--- config.mk ---
export PLATFORM = sky130hd
export DESIGN_NAME = spi_cmd_tx
export DESIGN_NICKNAME = d
export VERILOG_FILES = /design/src/rtl/spi_cmd_pkg.sv /design/src/rtl/spi_cmd_regs.sv /design/src/rtl/spi_cmd_order.sv /design/src/rtl/spi_cmd_clkdiv.sv /design/src/rtl/spi_cmd_shift.sv /design/src/rtl/spi_cmd_tx.sv
export SDC_FILE = /design/constraint.sdc
export NUM_CORES = 1
export LEC_CHECK = 0
export ABC_AREA = 1
export BUFFER_PORTS_ARGS = -buffer_cell sky130_fd_sc_hd__buf_2
export CAP_MARGIN = 20
export CELL_PAD_IN_SITES_DETAIL_PLACEMENT = 1
export CELL_PAD_IN_SITES_GLOBAL_PLACEMENT = 2
export CORE_MARGIN = 1.5
export CORE_UTILIZATION = 32
export DETAILED_ROUTE_END_ITERATION = 12
export PLACE_DENSITY = 0.76
export REMOVE_ABC_BUFFERS = 1
export SLEW_MARGIN = 30
export SYNTH_ARGS = -nofsm -noshare
export SYNTH_HDL_FRONTEND = slang
export SYNTH_SLANG_ARGS = --single-unit
--- constraint.sdc ---
create_clock -name clk_i -period 3 [get_ports clk_i]
set_input_delay 0.3 -clock clk_i [delete_from_list [all_inputs] [get_ports clk_i]]
set_output_delay 0.3 -clock clk_i [all_outputs]
set_load 0.05 [all_outputs]
--- src/rtl/spi_cmd_pkg.sv ---
package spi_cmd_pkg;
  localparam int unsigned REG_ADDR_W = 3;

  localparam logic [REG_ADDR_W-1:0] ADDR_CTRL = 3'd0;
  localparam logic [REG_ADDR_W-1:0] ADDR_CMD  = 3'd1;
  localparam logic [REG_ADDR_W-1:0] ADDR_IEN  = 3'd2;
  localparam logic [REG_ADDR_W-1:0] ADDR_STAT = 3'd3;
  localparam logic [REG_ADDR_W-1:0] ADDR_GO   = 3'd4;

  typedef enum logic [1:0] {
    ST_IDLE  = 2'd0,
    ST_SHIFT = 2'd1,
    ST_TAIL  = 2'd2
  } shift_state_e;
endpackage

--- src/rtl/spi_cmd_regs.sv ---
module spi_cmd_regs
  import spi_cmd_pkg::*;
#(
  parameter int unsigned CMD_W = 32,
  parameter int unsigned CNT_W = 2,
  parameter int unsigned DIV_W = 8
) (
  input  logic                  clk_i,
  input  logic                  rst_ni,
  input  logic [REG_ADDR_W-1:0] addr_i,
  input  logic                  we_i,
  input  logic [CMD_W-1:0]      wdata_i,
  output logic [CMD_W-1:0]      rdata_o,
  input  logic                  frame_end_i,
  input  logic                  busy_i,
  output logic                  en_o,
  output logic [CNT_W-1:0]      cnt_o,
  output logic                  lsb_o,
  output logic                  wide_o,
  output logic [DIV_W-1:0]      div_o,
  output logic [CMD_W-1:0]      cmd_o,
  output logic                  fe_stat_o,
  output logic                  irq_o,
  output logic                  go_o
);
  localparam int unsigned LSB_BIT  = CNT_W + 1;
  localparam int unsigned WIDE_BIT = CNT_W + 2;
  localparam int unsigned DIV_LO   = 8;

  logic en_q, lsb_q, wide_q, ien_q, fe_q;
  logic [CNT_W-1:0] cnt_q;
  logic [DIV_W-1:0] div_q;
  logic [CMD_W-1:0] cmd_q;

  logic wr_ctrl, wr_cmd, wr_ien, wr_stat, wr_go;
  assign wr_ctrl = we_i && (addr_i == ADDR_CTRL);
  assign wr_cmd  = we_i && (addr_i == ADDR_CMD);
  assign wr_ien  = we_i && (addr_i == ADDR_IEN);
  assign wr_stat = we_i && (addr_i == ADDR_STAT);
  assign wr_go   = we_i && (addr_i == ADDR_GO);

  always_ff @(posedge clk_i or negedge rst_ni) begin
    if (!rst_ni) begin
      en_q   <= 1'b0;
      cnt_q  <= '0;
      lsb_q  <= 1'b0;
      wide_q <= 1'b0;
      div_q  <= '0;
      cmd_q  <= '0;
      ien_q  <= 1'b0;
    end else begin
      if (wr_ctrl) begin
        en_q   <= wdata_i[0];
        cnt_q  <= wdata_i[CNT_W:1];
        lsb_q  <= wdata_i[LSB_BIT];
        wide_q <= wdata_i[WIDE_BIT];
        div_q  <= wdata_i[DIV_LO +: DIV_W];
      end
      if (wr_cmd) cmd_q <= wdata_i;
      if (wr_ien) ien_q <= wdata_i[0];
    end
  end

  // set wins over a same-cycle clear
  always_ff @(posedge clk_i or negedge rst_ni) begin
    if (!rst_ni)                      fe_q <= 1'b0;
    else if (frame_end_i)             fe_q <= 1'b1;
    else if (wr_stat && wdata_i[0])   fe_q <= 1'b0;
  end

  always_comb begin
    rdata_o = '0;
    unique case (addr_i)
      ADDR_CTRL: begin
        rdata_o[0]              = en_q;
        rdata_o[CNT_W:1]        = cnt_q;
        rdata_o[LSB_BIT]        = lsb_q;
        rdata_o[WIDE_BIT]       = wide_q;
        rdata_o[DIV_LO +: DIV_W] = div_q;
      end
      ADDR_CMD:  rdata_o = cmd_q;
      ADDR_IEN:  rdata_o[0] = ien_q;
      ADDR_STAT: begin
        rdata_o[0] = fe_q;
        rdata_o[1] = busy_i;
      end
      default:   rdata_o = '0;
    endcase
  end

  assign en_o      = en_q;
  assign cnt_o     = cnt_q;
  assign lsb_o     = lsb_q;
  assign wide_o    = wide_q;
  assign div_o     = div_q;
  assign cmd_o     = cmd_q;
  assign fe_stat_o = fe_q;
  assign irq_o     = fe_q && ien_q;
  assign go_o      = wr_go && wdata_i[0] && en_q;
endmodule

--- src/rtl/spi_cmd_order.sv ---
module spi_cmd_order #(
  parameter int unsigned CMD_W = 32,
  parameter int unsigned CNT_W = 2,
  parameter int unsigned BIT_W = 6
) (
  input  logic [CMD_W-1:0] cmd_i,
  input  logic [CNT_W-1:0] cnt_i,
  input  logic             lsb_i,
  input  logic             wide_i,
  output logic [CMD_W-1:0] seq_o,
  output logic [BIT_W-1:0] nbits_o
);
  logic [CNT_W-1:0] cnt_eff;
  logic [CNT_W:0]   nbytes;
  logic [CMD_W-1:0] rev;
  logic [CMD_W-1:0] msb_seq;

  // halfword mode always sends an even byte count
  assign cnt_eff = wide_i ? (cnt_i | CNT_W'(1)) : cnt_i;
  assign nbytes  = {1'b0, cnt_eff} + (CNT_W+1)'(1);
  assign nbits_o = BIT_W'({nbytes, 3'b000});

  for (genvar g = 0; g < CMD_W; g++) begin : g_rev
    assign rev[g] = cmd_i[CMD_W-1-g];
  end

  // right-justified command moved up so its first bit lands on the MSB
  assign msb_seq = cmd_i << (CMD_W - int'(nbits_o));
  assign seq_o   = lsb_i ? rev : msb_seq;
endmodule

--- src/rtl/spi_cmd_clkdiv.sv ---
module spi_cmd_clkdiv #(
  parameter int unsigned DIV_W = 8
) (
  input  logic             clk_i,
  input  logic             rst_ni,
  input  logic             run_i,
  input  logic [DIV_W-1:0] div_i,
  output logic             tick_o
);
  logic [DIV_W-1:0] hcnt_q;

  assign tick_o = run_i && (hcnt_q == div_i);

  always_ff @(posedge clk_i or negedge rst_ni) begin
    if (!rst_ni)     hcnt_q <= '0;
    else if (!run_i) hcnt_q <= '0;
    else if (tick_o) hcnt_q <= '0;
    else             hcnt_q <= hcnt_q + 1'b1;
  end
endmodule

--- src/rtl/spi_cmd_shift.sv ---
module spi_cmd_shift
  import spi_cmd_pkg::*;
#(
  parameter int unsigned CMD_W = 32,
  parameter int unsigned BIT_W = 6
) (
  input  logic             clk_i,
  input  logic             rst_ni,
  input  logic             start_i,
  input  logic [CMD_W-1:0] seq_i,
  input  logic [BIT_W-1:0] nbits_i,
  input  logic             tick_i,
  output logic             sck_o,
  output logic             mosi_o,
  output logic             cs_no,
  output logic             busy_o,
  output logic             frame_end_o
);
  shift_state_e     state_q;
  logic [CMD_W-1:0] sh_q;
  logic [BIT_W-1:0] left_q;
  logic             sck_q, cs_nq;

  always_ff @(posedge clk_i or negedge rst_ni) begin
    if (!rst_ni) begin
      state_q <= ST_IDLE;
      sh_q    <= '0;
      left_q  <= '0;
      sck_q   <= 1'b0;
      cs_nq   <= 1'b1;
    end else begin
      unique case (state_q)
        ST_IDLE: begin
          if (start_i) begin
            sh_q    <= seq_i;
            left_q  <= nbits_i;
            sck_q   <= 1'b0;
            cs_nq   <= 1'b0;
            state_q <= ST_SHIFT;
          end
        end
        ST_SHIFT: begin
          if (tick_i) begin
            if (!sck_q) begin
              sck_q <= 1'b1;
            end else begin
              sck_q <= 1'b0;
              if (left_q == BIT_W'(1)) begin
                state_q <= ST_TAIL;
              end else begin
                sh_q   <= sh_q << 1;
                left_q <= left_q - BIT_W'(1);
              end
            end
          end
        end
        ST_TAIL: begin
          if (tick_i) begin
            cs_nq   <= 1'b1;
            state_q <= ST_IDLE;
          end
        end
        default: state_q <= ST_IDLE;
      endcase
    end
  end

  assign sck_o       = sck_q;
  assign mosi_o      = sh_q[CMD_W-1];
  assign cs_no       = cs_nq;
  assign busy_o      = (state_q != ST_IDLE);
  assign frame_end_o = (state_q == ST_TAIL) && tick_i;
endmodule

--- src/rtl/spi_cmd_tx.sv ---
module spi_cmd_tx
  import spi_cmd_pkg::*;
#(
  parameter int unsigned CMD_BYTES = 4,
  parameter int unsigned DIV_W     = 8
) (
  input  logic                  clk_i,
  input  logic                  rst_ni,
  input  logic [REG_ADDR_W-1:0] reg_addr_i,
  input  logic                  reg_we_i,
  input  logic [8*CMD_BYTES-1:0] reg_wdata_i,
  output logic [8*CMD_BYTES-1:0] reg_rdata_o,
  output logic                  sck_o,
  output logic                  mosi_o,
  output logic                  cs_no,
  output logic                  busy_o,
  output logic                  irq_o
);
  localparam int unsigned CMD_W = 8 * CMD_BYTES;
  localparam int unsigned CNT_W = $clog2(CMD_BYTES);
  localparam int unsigned BIT_W = $clog2(CMD_W + 1);

  logic             cfg_en, cfg_lsb, cfg_wide;
  logic [CNT_W-1:0] cfg_cnt;
  logic [DIV_W-1:0] cfg_div;
  logic [CMD_W-1:0] cmd_word, seq;
  logic [BIT_W-1:0] nbits;
  logic             fe_stat, frame_end, go, tick, busy;

  spi_cmd_regs #(.CMD_W(CMD_W), .CNT_W(CNT_W), .DIV_W(DIV_W)) u_regs (
    .clk_i       (clk_i),
    .rst_ni      (rst_ni),
    .addr_i      (reg_addr_i),
    .we_i        (reg_we_i),
    .wdata_i     (reg_wdata_i),
    .rdata_o     (reg_rdata_o),
    .frame_end_i (frame_end),
    .busy_i      (busy),
    .en_o        (cfg_en),
    .cnt_o       (cfg_cnt),
    .lsb_o       (cfg_lsb),
    .wide_o      (cfg_wide),
    .div_o       (cfg_div),
    .cmd_o       (cmd_word),
    .fe_stat_o   (fe_stat),
    .irq_o       (irq_o),
    .go_o        (go)
  );

  spi_cmd_order #(.CMD_W(CMD_W), .CNT_W(CNT_W), .BIT_W(BIT_W)) u_order (
    .cmd_i   (cmd_word),
    .cnt_i   (cfg_cnt),
    .lsb_i   (cfg_lsb),
    .wide_i  (cfg_wide),
    .seq_o   (seq),
    .nbits_o (nbits)
  );

  spi_cmd_clkdiv #(.DIV_W(DIV_W)) u_div (
    .clk_i  (clk_i),
    .rst_ni (rst_ni),
    .run_i  (busy),
    .div_i  (cfg_div),
    .tick_o (tick)
  );

  spi_cmd_shift #(.CMD_W(CMD_W), .BIT_W(BIT_W)) u_shift (
    .clk_i       (clk_i),
    .rst_ni      (rst_ni),
    .start_i     (go),
    .seq_i       (seq),
    .nbits_i     (nbits),
    .tick_i      (tick),
    .sck_o       (sck_o),
    .mosi_o      (mosi_o),
    .cs_no       (cs_no),
    .busy_o      (busy),
    .frame_end_o (frame_end)
  );

  assign busy_o = busy;
endmodule

==> flow_summary.toml <==
[clock_network]
insertion_delay_ns = 0.36
cts_root_buffer = "clkbuf_16"
clock-sinks = 97
cts.clk_slew.worst_paths_ns = 0.07
cts_made_buffers = 9
cts_resized = 0
ctsLongestPathBuffers = 2
cts_tree = "yes"
h-tree-depth = 3

[grt]
track_usage_pct = 22.3
grt_max_degree = 41
antenna_found_initial = 0
grt_pass1_wl_um = 31600
grt_overflow_total = 0
grt_pass1_vias = 5742

[power]
p_per_area_nw_per_um2 = 816
vdd.ir_drop.worst_uv = 384
leakagePower_uw = 0.00358
p_total_uw = 5310

[layout]
multiInputGateArea_um2 = 2730
final_cell_mix = "284 x nand2_1, 104 x nor2_1, 96 x dfrtp_1"
nNetsFinal = 925
drive_above_1_share_pct = 14.2
nFillCells = 2226
postLayoutCoreUtil_pct = 37.8
regArea_um2 = 2430
mostFrequentLayoutCell = "nand2_1"
antenna_cells = 0
synthToLayoutAreaGrowth_pct = 15.7

[synthesis]
synth_mux_area_share_pct = 0
synthCells = 821
synth-edff-count = 0
ys_seq_elements = 97
ys_warn_count = 0
synth-simple-area-share_pct = 34.6
synth-xor-area-share_pct = 1.40
synth_top_family_by_area = "simple AND/OR/NAND/NOR gates"
synthArstFlopShare_pct = 100
synthFlopType = "dfrtp_1"
ys_seq_area_share_pct = 43.2
synth_cell_types = 33
avgSynthCellArea_um2 = 6.85
synth_compound_area_share_pct = 11.4
synth_area_um2 = 5630
synthAdderAreaFrac_pct = 0.889

[placement]
io_buffers = 74
dp_slack_ns = 0.681
routabilityCongestion = 0.909
hpwl_um = 14200

[drt]
drc_errors = 0
vias = 5582
drt_wl_total_um = 19300
antenna_left = 0
viasPerCell = 5.02
drt_iter0_drc = 301
wl_per_cell_um = 17.4
dr.pass1.iters = 4

[outcome]
status = "finished clean"

[worst_setup_path]
crit_chain = "buf_2 -> nor2_4 -> nand2_1 -> buf_4 -> o21ai_0 -> buf_2"
critPathLaunchType = "primary input"
critical_path.most_common_cell = "buf_2"
crit_type = "primary input to primary output"
path_max_fanout = 16
max_stage_delay_ns = 0.36
path_buf_inv = 3
crit_family = "buffers and inverters"
worstPathArrival_ns = 2.07
crit_required_ns = 2.70
crit_path_end_kind = "primary output"
slowest_stage = "o21ai_0"

[floorplan]
dieArea_um2 = 18400
io_pins = 75
row_count = 48
start_util_pct = 32.6
die_h_um = 136
die_x_um = 136
coreArea_um2 = 17200

[timing]
post-route-min-period_ns = 2.37
fmax_mhz = 422
fin_skew_ns = 0.0118
fin_setup_tns_ns = 0
final-setup-viol-count = 0
final.setup.worst_slack_ns = 0.633
rsz0062_at_grt = "no"
final_hold_viol_count = 0
worstMarginPinSlew_ns = 0.789
post-route-period-util_pct = 78.9
slew_headroom_pct = 47.2
slew_viol_final = 0
whs_ns = 0.183

[worst_hold_path]
hold_class = "primary input to flip-flop"

[flow_run]
drv_cap = 0
[final timing paths]
check / startpoint / endpoint / slack [ns] / cells after the start
worst max-delay path: reg_addr_i[1] / reg_rdata_o[14] / 0.63 / 6
worst min-delay path: reg_wdata_i[27] / u_regs.cmd_o[27] / 0.18 / 3
worst max register to register: u_regs.div_o[2] / u_shift.sh_q[27] / 0.70 / 8
worst min register to register: u_shift.sh_q[6] / u_shift.sh_q[6] / 0.48 / 2
max in group asynchronous: rst_ni / u_regs.cmd_o[30] / 1.66 / 3
min in group asynchronous: rst_ni / u_regs.cmd_o[15] / 0.47 / 2
[power by group]
part / internal [µW] / switching [µW]
Clock: 672 / 535
Combinational: 673 / 1500
Sequential: 1600 / 337
[metal layers]
layer | GRT usage (%) | wire (µm) | up-vias
li1 | - | - | 2718
met1 | 29.7 | 9090 | 2743
met2 | 37.8 | 9330 | 104
met3 | 4.26 | 695 | 17
met4 | 4.66 | 191 | 0
met5 | 0 | 0 | -
[state kept, by name, indices dropped and copies added (netlist names), 2 cells and up]
name             cells
u_shift.sh_q        32
u_shift.state_q      2
u_regs.cmd_o        32
u_regs.div_o         8
u_div.hcnt_q         8
u_regs.cnt_o         2
u_shift.left_q       6
[stage by stage]
| stage | instances | area, µm² |
|---|---|---|
| floorplan | 782 | 5430 |
| global placement | 1096 | 6200 |
| detailed placement | 1096 | 6200 |
| CTS | 1112 | 6510 |
| global route | 1112 | 6510 |
| finish | 1112 | 6510 |
[synth_stat cells (all sizes together) (2+ instances only)]
master / number / area (µm²)
nand2: 291 / 1120
clkbuf: 19 / 71.3
ha: 4 / 50.1
nor2: 108 / 425
xor2: 3 / 26.3
o22ai: 4 / 25.0
buf: 20 / 129
a21oi: 65 / 329
nand3: 56 / 285
xnor2: 6 / 52.6
dfrtp: 96 / 2400
inv: 73 / 274
o21ai: 54 / 274
nand4: 14 / 87.6
nor3: 2 / 15.0
[cells by family (layout without fill, tap and decap cells)]
kind of cell	after synthesis	count (layout)
compound gates	125	125
xor+xnor	9	9
fa+ha+maj	4	4
buf+inv	113	179
flops	97	97
simple gates	473	473
[worst register-to-register path, stage by stage (launching register included)]
cell and delay (ns):
dfrtp_1 0.44, xnor2_1 0.19, nand2_1 0.12, nor2_1 0.16, nand3_2 0.12, nand2_2 0.29
nand2_2 0.55, nand2_1 0.24, nand2_1 0.08
[repair_timing]
| item | in CTS | in global routing |
|---|---|---|
| hold buffers | 1 | 0 |
| buffers inserted | 0 | 0 |
| hold endpoints to repair | 38 | 0 |
[layout make-up]
class                      count  area share, %
multi-input combinational    611           41.9
clock inverter                 5          0.980
sequential                    97           37.3
inverter                      74           4.27
timing repair buffer          90           7.61
clock buffer                  10           3.67
tap                          225           4.32
No activity file was read; power rests on OpenSTA's default activity.
